$ cat config.mk
export PLATFORM = sky130hd
export DESIGN_NAME = fpx_ctrl_reg
export DESIGN_NICKNAME = d
export VERILOG_FILES = /design/src/rtl/fpx_pkg.sv /design/src/rtl/fpx_cause.sv /design/src/rtl/fpx_exc_fsm.sv /design/src/rtl/fpx_flag_bank.sv /design/src/rtl/fpx_ctrl_reg.sv
export SDC_FILE = /design/constraint.sdc
export NUM_CORES = 1
export LEC_CHECK = 0
export ABC_AREA = 1
export BUFFER_PORTS_ARGS = -buffer_cell sky130_fd_sc_hd__buf_2
export CAP_MARGIN = 20
export CORE_MARGIN = 2
export CORE_UTILIZATION = 25
export CTS_BUF_LIST = sky130_fd_sc_hd__clkbuf_8
export DETAILED_ROUTE_END_ITERATION = 10
export GPL_ROUTABILITY_DRIVEN = 0
export PLACE_DENSITY_LB_ADDON = 0.12
export RECOVER_POWER = 50
export SYNTH_ARGS = -nofsm -noshare
export SYNTH_HDL_FRONTEND = slang
export SYNTH_SLANG_ARGS = --single-unit
$ cat constraint.sdc
create_clock -name clk -period 0.8 [get_ports clk]
set_input_delay 0.08 -clock clk [delete_from_list [all_inputs] [get_ports clk]]
set_output_delay 0.08 -clock clk [all_outputs]
set_load 0.03 [all_outputs]
$ cat src/rtl/fpx_pkg.sv
package fpx_pkg;
    localparam int REG_W   = 32;
    localparam int NUM_CLS = 6;
    localparam int ID_IDX  = NUM_CLS - 1;
    localparam int EN_BIT  = 30;
    localparam int DEX_BIT = 29;
    localparam int TFV_BIT = 26;
    localparam logic [REG_W-1:0] FIXED_ONES = 32'h0000_0700;

    typedef enum logic [0:0] {
        ST_CLEAR = 1'b0,
        ST_HELD  = 1'b1
    } exc_state_e;

    // register bit of each exception class; the denormal class sits apart
    function automatic int cls_pos(input int idx);
        return (idx == ID_IDX) ? 7 : idx;
    endfunction
endpackage

$ cat src/rtl/fpx_cause.sv
module fpx_cause
    import fpx_pkg::*;
(
    input  logic               cap_allocated,
    input  logic               cap_vector,
    input  logic [NUM_CLS-1:0] cap_raised,
    input  logic [NUM_CLS-1:0] trap_en,
    input  logic               flush_zero,
    input  logic               half_flush,
    output logic [NUM_CLS-1:0] cap_flags
);
    logic [NUM_CLS-1:0] eligible;

    always_comb begin
        eligible = cap_raised & trap_en;
        if (!(flush_zero && !half_flush)) begin
            eligible[ID_IDX] = 1'b0;
        end
        cap_flags = (cap_allocated && !cap_vector) ? eligible : '0;
    end
endmodule

$ cat src/rtl/fpx_exc_fsm.sv
module fpx_exc_fsm
    import fpx_pkg::*;
(
    input  logic clk,
    input  logic rst_n,
    input  logic cap_valid,
    input  logic cap_allocated,
    input  logic cap_vector,
    input  logic sw_wr,
    input  logic sw_dex,
    output logic dex,
    output logic tfv
);
    exc_state_e state_q, state_d;
    logic       tfv_q;

    always_comb begin
        state_d = state_q;
        unique case (state_q)
            ST_CLEAR: begin
                if (cap_valid && cap_allocated) state_d = ST_HELD;
            end
            ST_HELD: begin
                if (cap_valid) begin
                    if (!cap_allocated) state_d = ST_CLEAR;
                end else if (sw_wr && !sw_dex) begin
                    state_d = ST_CLEAR;
                end
            end
            default: state_d = ST_CLEAR;
        endcase
    end

    always_ff @(posedge clk or negedge rst_n) begin
        if (!rst_n) state_q <= ST_CLEAR;
        else        state_q <= state_d;
    end

    always_ff @(posedge clk or negedge rst_n) begin
        if (!rst_n)         tfv_q <= 1'b0;
        else if (cap_valid) tfv_q <= cap_allocated && !cap_vector;
    end

    always_comb begin
        dex = (state_q == ST_HELD);
        tfv = tfv_q;
    end


    tfv_sw_ignored_chk: assert property (@(posedge clk) disable iff (!rst_n)
        !cap_valid |=> $stable(tfv));

    unalloc_clears_chk: assert property (@(posedge clk) disable iff (!rst_n)
        (cap_valid && !cap_allocated) |=> (!dex && !tfv));

    dex_set_by_sw_chk: assert property (@(posedge clk) disable iff (!rst_n)
        (!cap_valid && !dex) |=> !dex);
endmodule

$ cat src/rtl/fpx_flag_bank.sv
module fpx_flag_bank
    import fpx_pkg::*;
#(
    parameter logic [NUM_CLS-1:0] TRAP_IMPL = '1
) (
    input  logic               clk,
    input  logic               rst_n,
    input  logic               cap_valid,
    input  logic [NUM_CLS-1:0] cap_flags,
    input  logic               sw_wr,
    input  logic [NUM_CLS-1:0] sw_flags,
    output logic [NUM_CLS-1:0] flags
);
    for (genvar g = 0; g < NUM_CLS; g++) begin : g_cls
        if (TRAP_IMPL[g]) begin : g_impl
            logic flag_q;
            always_ff @(posedge clk or negedge rst_n) begin
                if (!rst_n)         flag_q <= 1'b0;
                else if (cap_valid) flag_q <= cap_flags[g];
                else if (sw_wr)     flag_q <= sw_flags[g];
            end
            assign flags[g] = flag_q;
        end else begin : g_absent
            assign flags[g] = 1'b0;
        end
    end


    capture_wins_chk: assert property (@(posedge clk) disable iff (!rst_n)
        cap_valid |=> (flags == ($past(cap_flags) & TRAP_IMPL)));
endmodule

$ cat src/rtl/fpx_ctrl_reg.sv
module fpx_ctrl_reg
    import fpx_pkg::*;
#(
    parameter logic [NUM_CLS-1:0] TRAP_IMPL = '1
) (
    input  logic               clk,
    input  logic               rst_n,
    input  logic               sw_wr,
    input  logic [REG_W-1:0]   sw_wdata,
    output logic [REG_W-1:0]   rd_data,
    input  logic               cap_valid,
    input  logic               cap_allocated,
    input  logic               cap_vector,
    input  logic [NUM_CLS-1:0] cap_raised,
    input  logic [NUM_CLS-1:0] trap_en,
    input  logic               flush_zero,
    input  logic               half_flush,
    input  logic               fp_access,
    output logic               fp_undef
);
    logic               en_q;
    logic               dex, tfv;
    logic [NUM_CLS-1:0] cap_flags, sw_flags, flags;
    logic               unused_wbits;

    always_ff @(posedge clk or negedge rst_n) begin
        if (!rst_n)     en_q <= 1'b0;
        else if (sw_wr) en_q <= sw_wdata[EN_BIT];
    end

    for (genvar g = 0; g < NUM_CLS; g++) begin : g_wsel
        assign sw_flags[g] = sw_wdata[cls_pos(g)];
    end
    assign unused_wbits = ^{sw_wdata[31], sw_wdata[28:26], sw_wdata[25:8], sw_wdata[6:5]};

    fpx_cause u_cause (
        .cap_allocated (cap_allocated),
        .cap_vector    (cap_vector),
        .cap_raised    (cap_raised),
        .trap_en       (trap_en),
        .flush_zero    (flush_zero),
        .half_flush    (half_flush),
        .cap_flags     (cap_flags)
    );

    fpx_exc_fsm u_fsm (
        .clk           (clk),
        .rst_n         (rst_n),
        .cap_valid     (cap_valid),
        .cap_allocated (cap_allocated),
        .cap_vector    (cap_vector),
        .sw_wr         (sw_wr),
        .sw_dex        (sw_wdata[DEX_BIT]),
        .dex           (dex),
        .tfv           (tfv)
    );

    fpx_flag_bank #(.TRAP_IMPL(TRAP_IMPL)) u_flags (
        .clk       (clk),
        .rst_n     (rst_n),
        .cap_valid (cap_valid),
        .cap_flags (cap_flags),
        .sw_wr     (sw_wr),
        .sw_flags  (sw_flags),
        .flags     (flags)
    );

    always_comb begin
        rd_data          = FIXED_ONES;
        rd_data[EN_BIT]  = en_q;
        rd_data[DEX_BIT] = dex;
        rd_data[TFV_BIT] = tfv;
        for (int i = 0; i < NUM_CLS; i++) begin
            rd_data[cls_pos(i)] = flags[i];
        end
    end

    assign fp_undef = fp_access && !en_q;


    enable_written_chk: assert property (@(posedge clk) disable iff (!rst_n)
        sw_wr |=> (rd_data[EN_BIT] == $past(sw_wdata[EN_BIT])));

    undef_needs_access_chk: assert property (@(posedge clk) disable iff (!rst_n)
        fp_undef |-> fp_access);

    trap_cause_valid_chk: assert property (@(posedge clk) disable iff (!rst_n)
        (cap_valid && cap_allocated && !cap_vector) |=> (rd_data[DEX_BIT] && rd_data[TFV_BIT]));

    vector_cause_chk: assert property (@(posedge clk) disable iff (!rst_n)
        (cap_valid && cap_allocated && cap_vector) |=> (rd_data[DEX_BIT] && !rd_data[TFV_BIT]));

    denormal_gate_chk: assert property (@(posedge clk) disable iff (!rst_n)
        (cap_valid && !flush_zero) |=> !rd_data[7]);
endmodule

======== Yosys cells after proc, flatten, opt, wreduce, memory -nomap -nowiden ========
Index checks and enable logic that the tools add are counted.
cells by class
  bitwise gates (word level) .............. 2
  multiplexer cells ....................... 19
  reduce and logical (&&, ||, !) cells .... 10
operators with widths
  cell                 count
  $mux W1              17
  $and A6 B6 Y6        1
  $mux W6              1
  $logic_and A1 B1 Y1  5
  $logic_not A1 Y1     4
  $pmux W1 S2          1
  $reduce_bool A2 Y1   1
  $not A1 Y1           1
word-level totals
  word-level logic and storage cells ...... 40
  output and inout port bits .............. 33
  bits in registers ....................... 9
  input port bits ......................... 53

======== Longest topological paths before layout ========
Gate-level depths: netlist of run 1.
  word-level depth ........................ 5
  depth in mapped cells ................... 5
  gate-level depth less buffers ........... 5

======== By module ========
From an unflattened synthesis of run 1, not the netlist that was laid out.
second synthesis, totals
  cell total of the unflattened synthesis .. 104
  area, all modules ....................... 735.7 um^2
by module, submodules not included
  module         cells each  seq. area each (um^2)  instances  area an instance (um^2)
  fpx_flag_bank  39          150.1                  1          315.3
  fpx_ctrl_reg   35          25.0                   1          250.2
  fpx_exc_fsm    12          50.0                   1          95.1
  fpx_cause      18          0.0                    1          75.1

======== Worst setup path after synthesis of run 1 ========
OpenSTA, ideal clock, no wires.
  path kind ............................... reg-to-output
  start ................................... reg en_q
  end ..................................... out fp_undef
  required time ........................... 0.720 ns
  stages on the path, launching flop included .. 2
  buffers on the path ..................... 0
  path slack .............................. -0.073 ns
  data arrival time ....................... 0.793 ns
  cells stage by stage .................... dfrtp_1 nor2_1
between the ends
  word-level cells in the longest chain between the ends .. 2
RTL lines
  what                    RTL line            RTL
  start, declared         fpx_ctrl_reg.sv:21  logic en_q;
  start signal, assigned  fpx_ctrl_reg.sv:28  else if (sw_wr) en_q <= sw_wdata[EN_BIT];
  $logic_not A1 Y1        fpx_ctrl_reg.sv:78  assign fp_undef = fp_access && !en_q;
  $logic_and A1 B1 Y1     fpx_ctrl_reg.sv:78
  end, declared           fpx_ctrl_reg.sv:19  output logic fp_undef
Every way passes these cells.

======== Worst setup path in the final report of run 1 ========
Ends and elaborated chain as after synthesis.

==> out/qor.tcl, run 1 <==
set qor(reg2reg_setup_slack_ns) 0.06
set qor(via_per_inst) 3.75
set qor(drt_first_iter_violations) 17
set qor(seq_total_area_yosys_pct) 32.4
set qor(die_footprint_um2) 3220
set qor(worstHoldEndpoint) {en_q}
set qor(criticalPathCategory) {register to primary output}
set qor(cts_htree_levels) 1
set qor(report.final.hold_viol_count) 0
set qor(synth_largest_area_cell) {sky130_fd_sc_hd__buf_4}
set qor(dieWidth_um) 56.8
set qor(clock_tree.root_cell) {sky130_fd_sc_hd__clkbuf_8}
set qor(clkSinkCount) 9
set qor(status) {finished, violations left}
set qor(post_synth_and_or_nand_nor_area_fraction_pct) 16.7
set qor(synth_edf_count) 0
set qor(portBuffers) 38
set qor(ff_latch_area_um2) 225
set qor(n_fill_cell) 319
set qor(die_h_um) 56.8
set qor(setup_total_negative_slack_ns) -0.498
set qor(setup_violations) 10
set qor(core-area_um2) 2710
set qor(grt_max_degree) 10
set qor(fin_crit_sh_pct) 116
set qor(drt-pass1-iter-count) 3
set qor(tightestPinTransition_ns) 0.535
set qor(clk_transition_reported_paths_ns) 0.04
set qor(num_rows) 19
set qor(clk-insertion-delay-late_ns) 0.23
set qor(violated_checks) {setup timing}
set qor(slew_headroom_pct) 64.3
set qor(synth_fa_ha_area_share_pct) 0
set qor(crit-reg2reg-launch) {u_flags.g_cls[2].g_impl.flag_q}
set qor(global_route_wire_length_before_repair_um) 2370
set qor(p_total_w) 0.00155
set qor(overflow) 0
set qor(synth_top_family_by_area) {buffers and inverters}
set qor(syn_area_per_cell_um2) 7.32
set qor(synth.top_cells.by_area) {sky130_fd_sc_hd__buf_4, sky130_fd_sc_hd__dfrtp_1, sky130_fd_sc_hd__nand2_1}
set qor(hold_path.startpoint) {sw_wdata[30]}
set qor(antennaDiodeCount) 0
set qor(ys_seq_elements) 9
set qor(worstRegToRegCells) 3
set qor(worst_hold_path_type) {input port to register}
set qor(synthMostInstantiatedCell) {sky130_fd_sc_hd__buf_4}
set qor(number_of_global_route_vias_before_repair) 591
set qor(critPathLaunchType) {register}
set qor(critical_path_buf_inv_count) 1
set qor(primary_ff_master_synth) {sky130_fd_sc_hd__dfrtp_1}
set qor(cts_inserted_buffers) 3
set qor(cp_cell_sequence) {nor2_2 -> buf_6}
set qor(p_leak_nw) 0.557
set qor(postSynth.asyncResetShare_pct) 100
set qor(synth_top_cells_by_count) {sky130_fd_sc_hd__buf_4, sky130_fd_sc_hd__nand2_1, sky130_fd_sc_hd__dfrtp_1, sky130_fd_sc_hd__inv_1, sky130_fd_sc_hd__nor2_1}
set qor(route.vias.total) 618
set qor(finish.net_count) 188
set qor(synth-compound-area-share_pct) 10.4
set qor(worst_ir_drop_vdd_v) 0.000640
set qor(dp.final_hpwl_um) 1170
set qor(netlist.area_leader.share_pct) 34.5
set qor(starting_density_pct) 25.7
set qor(antenna_violations_before_repair) 0
set qor(syn-cell-area_um2) 696
set qor(timing.final.ws_setup_ns) -0.132
set qor(total_routing_usage_gr_pct) 9.66
set qor(drc) 0
set qor(worstHoldPathCells) 3
set qor(regToRegEndpoint) {u_flags.g_cls[2].g_impl.flag_q}
set qor(timing.fmax_mhz) 1070
set qor(final_period_minus_worst_setup_slack_ns) 0.932
set qor(crit_path_capture_type) {primary output}
set qor(cp_slowest_cell) {sky130_fd_sc_hd__dfrtp_1}
set qor(grt_setup_unrepaired) {yes}
set qor(clockBufferDepth) 2
set qor(finalHoldWorstSlack_ns) 0.0640
set qor(arrival_ns) 0.85
set qor(drt.antenna.violating_nets) 0
set qor(drv_slew) 0
set qor(drv_cap) 0
set qor(synth_cells) 95
set qor(layout-area-overhead-vs-synth_pct) 36.0
set qor(required_time_at_the_worst_slack_endpoint_ns) 0.72
set qor(crit_path_max_fanout) 3
set qor(layout_cell_share_with_drive_strength_beyond_1_pct) 38.8
set qor(ios) 86
set qor(drt-wirelength-per-cell_um) 9.07
set qor(power-per-cell-area_nw_per_um2) 1640
set qor(routed_wl_um) 1500
set qor(category_of_cells_accounting_for_the_largest_share_of_critical_path_delay) {flip-flops}
set qor(synthDistinctLibCells) 10
set qor(yosys.area_share.xor_xnor_pct) 0
set qor(clock-skew-final_ns) 0
set qor(synth-warning-count) 0
set qor(post_synth_mux_area_share_pct) 0
set qor(tritoncts) {yes}
set qor(multi_input_area_um2) 292
set qor(crit_path_max_incr_delay_ns) 0.39
==> worst min-delay path, cell delays in order <==
cell	delay [ns]
sky130_fd_sc_hd__buf_2	0.07
sky130_fd_sc_hd__nand2_1	0.05
sky130_fd_sc_hd__nand2_1	0.06
==> logic make-up (layout without fill, tap and decap cells) <==
logic type / count (synthesis) / after routing
and+or+nand+nor: 29 / 29
DFF: 9 / 9
AOI/OAI and AO/OA: 14 / 14
other: 2 / 23
buffers and inverters: 41 / 59
==> metal layers <==
metal	part of all wire, %	track usage (%)
met1	37	10.2
met2	51	17.1
met3	12	3.00
met4	0.53	4.98
met5	0	0
==> layout by cell type (no fill, tap or decap) <==
cell type and instances:
sky130_fd_sc_hd__buf_2 28, sky130_fd_sc_hd__conb_1 23, sky130_fd_sc_hd__nand2_1 20, sky130_fd_sc_hd__inv_1 10
sky130_fd_sc_hd__buf_6 10, sky130_fd_sc_hd__dfrtp_1 9, sky130_fd_sc_hd__o21ai_0 7, sky130_fd_sc_hd__buf_4 6
sky130_fd_sc_hd__nor2_1 5, sky130_fd_sc_hd__a21oi_1 5, sky130_fd_sc_hd__clkbuf_8 3, sky130_fd_sc_hd__nor2_2 2
sky130_fd_sc_hd__nor2_4 2, sky130_fd_sc_hd__o211ai_1 1, sky130_fd_sc_hd__a21oi_2 1, sky130_fd_sc_hd__dlygate4sd3_1 1
sky130_fd_sc_hd__clkbuf_1 1
==> area by class of cell <==
class                   instances  share of cell area, %
clock buffers                   3                   4.37
inverters                       9                   3.57
well taps                      31                   4.10
flip-flops and latches          9                   23.8
multi-input cells              66                   30.8
repair buffers                 46                   32.9
clock inverters                 1                  0.397
==> per-stage QoR <==
| step | cell area [um^2] | util, % | std cells | setup slack (ns) |
|---|---|---|---|---|
| floorplan | 777 | - | 116 | 0.0465 |
| detailed placement | 796 | 29.4 | 157 | 0.0504 |
| finish | 946 | 34.9 | 165 | -0.132 |
| CTS | 930 | 34.3 | 165 | -0.138 |
| global placement | 796 | 29.4 | 157 | 0.0481 |
| global route | 946 | 34.9 | 165 | -0.174 |
==> sequential cells by signal, summed over array words and instances, names as in the netlist <==
signal and flops:
en_q 1, u_fsm.dex 1, u_flags.g_cls.g_impl.flag_q 6, u_fsm.tfv 1
==> where the power goes <==
part           internal, W  switching (W)  total [W]
sequential        0.000494      0.0000274   0.000521
combinational     0.000185       0.000339   0.000525
clock             0.000333       0.000170   0.000504
total              0.00101       0.000537    0.00155
==> worst max-delay path by stage <==
stage / slack, ns / to / cells after the start / from
6_report: -0.13 / fp_undef / 2 / en_q
5_1_grt: -0.17 / fp_undef / 2 / en_q
4_1_cts: -0.14 / fp_undef / 2 / en_q
3_5_place_dp: 0.05 / u_flags.g_cls[2].g_impl.flag_q / 5 / cap_valid
3_3_place_gp: 0.05 / u_flags.g_cls[3].g_impl.flag_q / 5 / cap_valid
2_1_floorplan: 0.05 / fp_undef / 1 / en_q
==> repair_timing <==
item / CTS / global route
setup buffers: 3 / 0
hold endpoints to repair: 9 / 0
pin swaps: 1 / 2
setup endpoints to repair: 10 / 12
hold buffers: 1 / 0
gates resized for setup: 18 / 5
No activity file was read; power rests on OpenSTA's default activity.
==> run 2: changes to the inputs <==
CORE_MARGIN = not set   (was 2)
CORE_UTILIZATION = 30   (was 25)
SLEW_MARGIN = 20   (was not set)
==> out/qor.tcl, run 2 (synthesized netlist as in run 1, its figures left out) <==
set qor(status) {finished, violations left} ;# unchanged
set qor(violated_checks) {setup timing} ;# unchanged
set qor(regToRegEndpoint) {u_flags.g_cls[4].g_impl.flag_q} ;# was u_flags.g_cls[2].g_impl.flag_q
set qor(cell_internal_power_dissipation_w) 0.00102 ;# was 0.00101 W
set qor(layout_cell_share_with_drive_strength_beyond_1_pct) 39.0 ;# was 38.8%
set qor(drv_cap) 0 ;# unchanged
set qor(cts_inserted_buffers) 3 ;# unchanged
set qor(critPathLaunchType) {register} ;# unchanged
set qor(worstRegToRegCells) 3 ;# unchanged
set qor(fin_crit_sh_pct) 116 ;# about the same
set qor(starting_density_pct) 31.8 ;# was 25.7%
set qor(worst_ir_drop_vdd_v) 0.000755 ;# was 0.000640 V
set qor(global_route_wire_length_before_repair_um) 2170 ;# was 2370 um
set qor(crit_path_max_incr_delay_ns) 0.39 ;# about the same
set qor(slew_headroom_pct) 65.6 ;# was 64.3%
set qor(required_time_at_the_worst_slack_endpoint_ns) 0.72 ;# about the same
set qor(antennaDiodeCount) 0 ;# unchanged
set qor(report.final.hold_viol_count) 0 ;# unchanged
set qor(core-area_um2) 2190 ;# was 2710 um^2
set qor(clock_power_share_pct) 32.5 ;# about the same
set qor(routed_wl_um) 1410 ;# was 1500 um
set qor(final_period_minus_worst_setup_slack_ns) 0.930 ;# was 0.932 ns
set qor(via_per_inst) 3.76 ;# was 3.75
set qor(tritoncts) {yes} ;# unchanged
set qor(crit_path_capture_type) {primary output} ;# unchanged
set qor(die_h_um) 50.2 ;# was 56.8 um
set qor(drt_first_iter_violations) 4 ;# was 17
set qor(total_routing_usage_gr_pct) 11.7 ;# was 9.66%
set qor(drv_slew) 0 ;# unchanged
set qor(clk_transition_reported_paths_ns) 0.04 ;# about the same
set qor(number_of_global_route_vias_before_repair) 505 ;# was 591
set qor(crit-reg2reg-launch) {u_flags.g_cls[4].g_impl.flag_q} ;# was u_flags.g_cls[2].g_impl.flag_q
set qor(sequentialPowerShare_pct) 33.4 ;# was 33.6%
set qor(cts_htree_levels) 1 ;# unchanged
set qor(num_rows) 17 ;# was 19
set qor(hold_path.startpoint) {sw_wdata[30]} ;# unchanged
set qor(layout_common_cells) {sky130_fd_sc_hd__buf_2, sky130_fd_sc_hd__conb_1, sky130_fd_sc_hd__nand2_1} ;# unchanged
set qor(p_leak_nw) 0.568 ;# was 0.557 nW
set qor(die_footprint_um2) 2520 ;# was 3220 um^2
set qor(reg2reg_setup_slack_ns) 0.03 ;# was 0.06 ns
set qor(grt_setup_unrepaired) {yes} ;# unchanged
set qor(clk-insertion-delay-late_ns) 0.22 ;# was 0.23 ns
set qor(worstSetupStartpoint) {en_q} ;# unchanged
set qor(finalInstanceArea_um2) 953 ;# was 946 um^2
set qor(tightestPinTransition_ns) 0.516 ;# was 0.535 ns
set qor(ios) 86 ;# unchanged
set qor(route.vias.total) 617 ;# was 618
set qor(clockBufferDepth) 2 ;# unchanged
set qor(clock-skew-final_ns) 0 ;# unchanged
set qor(netSwitchingPower_w) 0.000537 ;# about the same
set qor(netSwitchingFraction_pct) 34.5 ;# was 34.7%
set qor(drt-pass1-iter-count) 3 ;# unchanged
set qor(drc) 0 ;# unchanged
set qor(power-per-cell-area_nw_per_um2) 1630 ;# was 1640 nW/um^2
set qor(antenna_violations_before_repair) 0 ;# unchanged
set qor(overflow) 0 ;# unchanged
set qor(worst_hold_path_type) {input port to register} ;# unchanged
set qor(finalHoldWorstSlack_ns) 0.0609 ;# was 0.0640 ns
set qor(layout_commonest_cell) {sky130_fd_sc_hd__buf_2} ;# unchanged
set qor(comb_power_share_pct) 34.1 ;# was 33.9%
set qor(clkSinkCount) 9 ;# unchanged
set qor(setup_violations) 10 ;# unchanged
set qor(finish.net_count) 190 ;# was 188
set qor(crit_path_max_fanout) 3 ;# unchanged
set qor(utilization_pct) 43.5 ;# was 34.9%
set qor(placedInstanceArea_um2) 792 ;# was 796 um^2
set qor(number_of_flip_flops_under_the_largest_register_name) 6 ;# unchanged
set qor(arrival_ns) 0.85 ;# about the same
set qor(criticalPathCategory) {register to primary output} ;# unchanged
set qor(n_fill_cell) 236 ;# was 319
set qor(grt_max_degree) 10 ;# unchanged
set qor(dieWidth_um) 50.2 ;# was 56.8 um
set qor(dp.final_hpwl_um) 1110 ;# was 1170 um
set qor(clock_tree.root_cell) {sky130_fd_sc_hd__clkbuf_8} ;# unchanged
set qor(largest_register) {u_flags.g_cls.g_impl.flag_q} ;# unchanged
set qor(cp_cell_sequence) {nor2_2 -> buf_6} ;# unchanged
set qor(portBuffers) 38 ;# unchanged
set qor(layout-area-overhead-vs-synth_pct) 37.1 ;# was 36.0%
set qor(cp_slowest_cell) {sky130_fd_sc_hd__dfrtp_1} ;# unchanged
set qor(drt.antenna.violating_nets) 0 ;# unchanged
set qor(timing.fmax_mhz) 1070 ;# about the same
set qor(drt-wirelength-per-cell_um) 8.59 ;# was 9.07 um
set qor(timing.final.ws_setup_ns) -0.130 ;# was -0.132 ns
set qor(crit_end) {fp_undef} ;# unchanged
run 2: cell count changes in the layout (fill, tap and decap cells not counted), sizes merged:
cell  before  now
buf       44   46
run 2: routing by layer:
layer / vias up / track usage (%) / wire [um]
met1: 265 / 14.4 / 600
met3: 2 / 1.82 / 113
met5: - / 0 / 0
met4: 0 / 7.14 / 28
met2: 34 / 18.9 / 667
li1: 316 / - / -
run 2: worst min-delay path by stage:
| stage | endpoint | slack [ns] | depth (start not counted) |
|---|---|---|---|
| floorplan | en_q | -0.22 | 0 |
| global placement | u_flags.g_cls[5].g_impl.flag_q | -0.05 | 1 |
| detailed placement | u_flags.g_cls[5].g_impl.flag_q | -0.05 | 1 |
| CTS | en_q | 0.06 | 3 |
| global route | en_q | 0.08 | 3 |
| finish | en_q | 0.06 | 3 |
run 2: stage by stage:
stage               total power [W]  worst slack, ns  TNS, ns  cells
floorplan                  0.000957           0.0465        0    116
global placement           0.000965           0.0210        0    154
detailed placement         0.000968           0.0171        0    154
CTS                         0.00155           -0.144   -0.525    161
global route                0.00164           -0.161   -0.734    164
finish                      0.00156           -0.130   -0.467    164
run 2: layout make-up:
cell class / instances / area [um^2] / area share (%)
Clock buffer: 3 / 41.3 / 4.33
Clock inverter: 1 / 3.75 / 0.394
Inverter: 9 / 33.8 / 3.54
Multi-Input combinational cell: 66 / 288 / 30.2
Sequential cell: 9 / 225 / 23.6
Tap cell: 28 / 35.0 / 3.67
Timing Repair Buffer: 48 / 327 / 34.3
run 2: power groups by stage:
stage          logic, W  clock network, W  registers, W
6_report       0.000532          0.000506      0.000520
5_1_grt        0.000574          0.000544      0.000525
4_1_cts        0.000509          0.000520      0.000520
3_5_place_dp   0.000448                 0      0.000520
3_3_place_gp   0.000446                 0      0.000519
2_1_floorplan  0.000440                 0      0.000517
run 2: timing repair:
action | CTS | global route
gates cloned | 0 | 0
hold buffers | 1 | 0
pin swaps | 1 | 0
hold endpoints to repair | 9 | 0
gates resized for setup | 18 | 5
setup endpoints to repair | 10 | 11
setup buffers | 2 | 3
run 2: critical path: cells and delay by family (launching register included):
kind                   cells  cell delay, ns
DFF                        1            0.39
and+or+nand+nor            1            0.10
buffers and inverters      1            0.14
==> run 3: changes to the inputs <==
--- a/config.mk
+++ b/config.mk
@@ -10,2 +10,3 @@
 export CAP_MARGIN = 20
+export CORE_MARGIN = 2
 export CORE_UTILIZATION = 30
==> constraint.sdc (replaced) <==
create_clock -name clk -period 0.8 [get_ports clk]
set_input_delay 0.16 -clock clk [delete_from_list [all_inputs] [get_ports clk]]
set_output_delay 0.16 -clock clk [all_outputs]
set_load 0.03 [all_outputs]
==> out/qor.tcl, run 3 (synthesized netlist as in run 1, its figures left out) <==
set qor(status) {finished, violations left} ;# unchanged
set qor(violated_checks) {setup timing} ;# unchanged
set qor(global_route_met1_usage_pct) 11.5 ;# was 14.4%
set qor(drt-wirelength-per-cell_um) 9.16 ;# was 8.59 um
set qor(clkSinkCount) 9 ;# unchanged
set qor(worstHoldPathCells) 3 ;# unchanged
set qor(grt_max_degree) 10 ;# unchanged
set qor(setup_violations) 10 ;# unchanged
set qor(via_per_inst) 3.87 ;# was 3.76
set qor(grtUsageMet3_pct) 3.45 ;# was 1.82%
set qor(finish.cell_count_without_fillers) 164 ;# unchanged
set qor(timing.fmax_mhz) 980 ;# was 1070 MHz
set qor(cell_internal_power_dissipation_w) 0.00103 ;# was 0.00102 W
set qor(clock_tree.root_cell) {sky130_fd_sc_hd__clkbuf_8} ;# unchanged
set qor(cts_inserted_buffers) 3 ;# unchanged
set qor(cts_htree_levels) 1 ;# unchanged
set qor(overflow) 0 ;# unchanged
set qor(finish.net_count) 190 ;# unchanged
set qor(worst_hold_path_type) {input port to register} ;# unchanged
set qor(core-area_um2) 2210 ;# was 2190 um^2
set qor(die_footprint_um2) 2720 ;# was 2520 um^2
set qor(number_of_global_route_vias_before_repair) 604 ;# was 505
set qor(tritoncts) {yes} ;# unchanged
set qor(routed_wl_um) 1500 ;# was 1410 um
set qor(clockBufferDepth) 2 ;# unchanged
set qor(crit-reg2reg-launch) {u_flags.g_cls[1].g_impl.flag_q} ;# was u_flags.g_cls[4].g_impl.flag_q
set qor(layout_common_cells) {sky130_fd_sc_hd__buf_2, sky130_fd_sc_hd__conb_1, sky130_fd_sc_hd__nand2_1} ;# unchanged
set qor(drv_slew) 0 ;# unchanged
set qor(sequentialPowerShare_pct) 33.4 ;# about the same
set qor(crit_path_max_fanout) 3 ;# unchanged
set qor(placedInstanceArea_um2) 812 ;# was 792 um^2
set qor(critical_path_buf_inv_count) 1 ;# unchanged
set qor(setup_total_negative_slack_ns) -1.37 ;# was -0.467 ns
set qor(final_period_minus_worst_setup_slack_ns) 1.02 ;# was 0.930 ns
set qor(cp_slowest_cell) {sky130_fd_sc_hd__dfrtp_1} ;# unchanged
set qor(required_time_at_the_worst_slack_endpoint_ns) 0.64 ;# was 0.72 ns
set qor(regToRegEndpoint) {u_flags.g_cls[1].g_impl.flag_q} ;# was u_flags.g_cls[4].g_impl.flag_q
set qor(grt_setup_unrepaired) {yes} ;# unchanged
set qor(report.final.hold_viol_count) 0 ;# unchanged
set qor(layout_commonest_cell) {sky130_fd_sc_hd__buf_2} ;# unchanged
set qor(layout_cell_share_with_drive_strength_beyond_1_pct) 42.6 ;# was 39.0%
set qor(grtUsageMet2_pct) 23.0 ;# was 18.9%
set qor(drt-pass1-iter-count) 2 ;# was 3
set qor(worstHoldEndpoint) {en_q} ;# unchanged
set qor(clock-skew-final_ns) 0 ;# unchanged
set qor(finalInstanceArea_um2) 981 ;# was 953 um^2
set qor(largest_register) {u_flags.g_cls.g_impl.flag_q} ;# unchanged
set qor(drt_first_iter_violations) 2 ;# was 4
set qor(number_of_flip_flops_under_the_largest_register_name) 6 ;# unchanged
set qor(timing.final.ws_setup_ns) -0.220 ;# was -0.130 ns
set qor(ios) 86 ;# unchanged
set qor(dp.final_hpwl_um) 1210 ;# was 1110 um
set qor(num_rows) 17 ;# unchanged
set qor(portBuffers) 38 ;# unchanged
set qor(global_route_wire_length_before_repair_um) 2340 ;# was 2170 um
set qor(drt.antenna.violating_nets) 0 ;# unchanged
set qor(clk_transition_reported_paths_ns) 0.04 ;# about the same
set qor(category_of_cells_accounting_for_the_largest_share_of_critical_path_delay) {flip-flops} ;# unchanged
set qor(netSwitchingFraction_pct) 34.8 ;# was 34.5%
set qor(criticalPathCategory) {register to primary output} ;# unchanged
set qor(dieWidth_um) 52.2 ;# was 50.2 um
set qor(layout-area-overhead-vs-synth_pct) 41.0 ;# was 37.1%
set qor(crit_path_capture_type) {primary output} ;# unchanged
set qor(power-per-cell-area_nw_per_um2) 1600 ;# was 1630 nW/um^2
set qor(cp_cell_sequence) {nor2_4 -> buf_6} ;# was nor2_2 -> buf_6
set qor(antenna_violations_before_repair) 0 ;# unchanged
set qor(starting_density_pct) 31.4 ;# was 31.8%
set qor(route.vias.total) 634 ;# was 617
set qor(reg2reg_setup_slack_ns) 0.03 ;# about the same
set qor(p_total_w) 0.00157 ;# was 0.00156 W
set qor(drc) 0 ;# unchanged
set qor(antennaDiodeCount) 0 ;# unchanged
set qor(arrival_ns) 0.86 ;# was 0.85 ns
set qor(p_leak_nw) 0.573 ;# was 0.568 nW
set qor(total_routing_usage_gr_pct) 12.1 ;# was 11.7%
set qor(drv_cap) 0 ;# unchanged
set qor(netSwitchingPower_w) 0.000548 ;# was 0.000537 W
set qor(clk-insertion-delay-late_ns) 0.22 ;# about the same
set qor(hold_path.startpoint) {sw_wdata[30]} ;# unchanged
set qor(dp_cells) 156 ;# was 154
set qor(fin_crit_sh_pct) 128 ;# was 116%
set qor(worstRegToRegCells) 3 ;# unchanged
set qor(critPathLaunchType) {register} ;# unchanged
set qor(comb_power_share_pct) 34.5 ;# was 34.1%
set qor(clock_power_share_pct) 32.1 ;# was 32.5%
set qor(worst_ir_drop_vdd_v) 0.000686 ;# was 0.000755 V
set qor(grt_busiest_layer) {met2} ;# unchanged
set qor(crit_path_max_incr_delay_ns) 0.41 ;# was 0.39 ns
set qor(die_h_um) 52.2 ;# was 50.2 um
==> run 3: power groups by stage <==
stage	registers [W]	clock network [W]	logic [W]
6_report	0.000525	0.000505	0.000543
5_1_grt	0.000528	0.000559	0.000585
4_1_cts	0.000525	0.000526	0.000516
3_5_place_dp	0.000524	0	0.000457
3_3_place_gp	0.000521	0	0.000454
2_1_floorplan	0.000518	0	0.000443
==> run 3: cell type report <==
| cell class | count | area, um^2 |
|---|---|---|
| Clock buffer | 3 | 41.3 |
| Clock inverter | 1 | 3.75 |
| Fill cell | 241 | 1230 |
| Inverter | 9 | 33.8 |
| Multi-Input combinational cell | 66 | 310 |
| Sequential cell | 9 | 225 |
| Tap cell | 28 | 35.0 |
| Timing Repair Buffer | 48 | 332 |
==> run 3: worst max-delay path by stage <==
stage	start	endpoint	slack, ns	depth (start not counted)
5_1_grt	en_q	fp_undef	-0.26	2
3_5_place_dp	sw_wr	u_flags.g_cls[0].g_impl.flag_q	-0.09	5
6_report	en_q	fp_undef	-0.22	2
2_1_floorplan	en_q	fp_undef	0.04	1
4_1_cts	en_q	fp_undef	-0.23	2
3_3_place_gp	sw_wr	u_flags.g_cls[3].g_impl.flag_q	-0.07	5
==> run 3: layer usage <==
layer / share of wire, % / up-vias
li1: - / 317
met1: 38 / 283
met2: 52 / 32
met3: 9.6 / 2
met4: 0.80 / 0
met5: 0 / -
==> run 3: metrics by stage <==
step                      hold slack (ns)  util, %  setup slack, ns
after floorplan                    -0.136        -           0.0351
after global placement             0.0289     36.7          -0.0681
after detailed placement           0.0245     36.7          -0.0870
after CTS                           0.146     42.4           -0.235
after global routing                0.144     44.3           -0.261
final                               0.151     44.3           -0.220
==> run 3: tightest hold or removal path, delay by kind of cell <==
| kind | cells | cell delay (ns) |
|---|---|---|
| AND/OR/NAND/NOR | 2 | 0.11 |
| buffers and inverters | 1 | 0.08 |
==> run 3: repair_timing <==
item / CTS / global route
endpoints found under the hold margin: 9 / 0
buffers inserted: 2 / 1
pin swaps: 1 / 0
resized for setup: 18 / 10
hold buffers: 1 / 0
setup endpoints to repair: 10 / 12
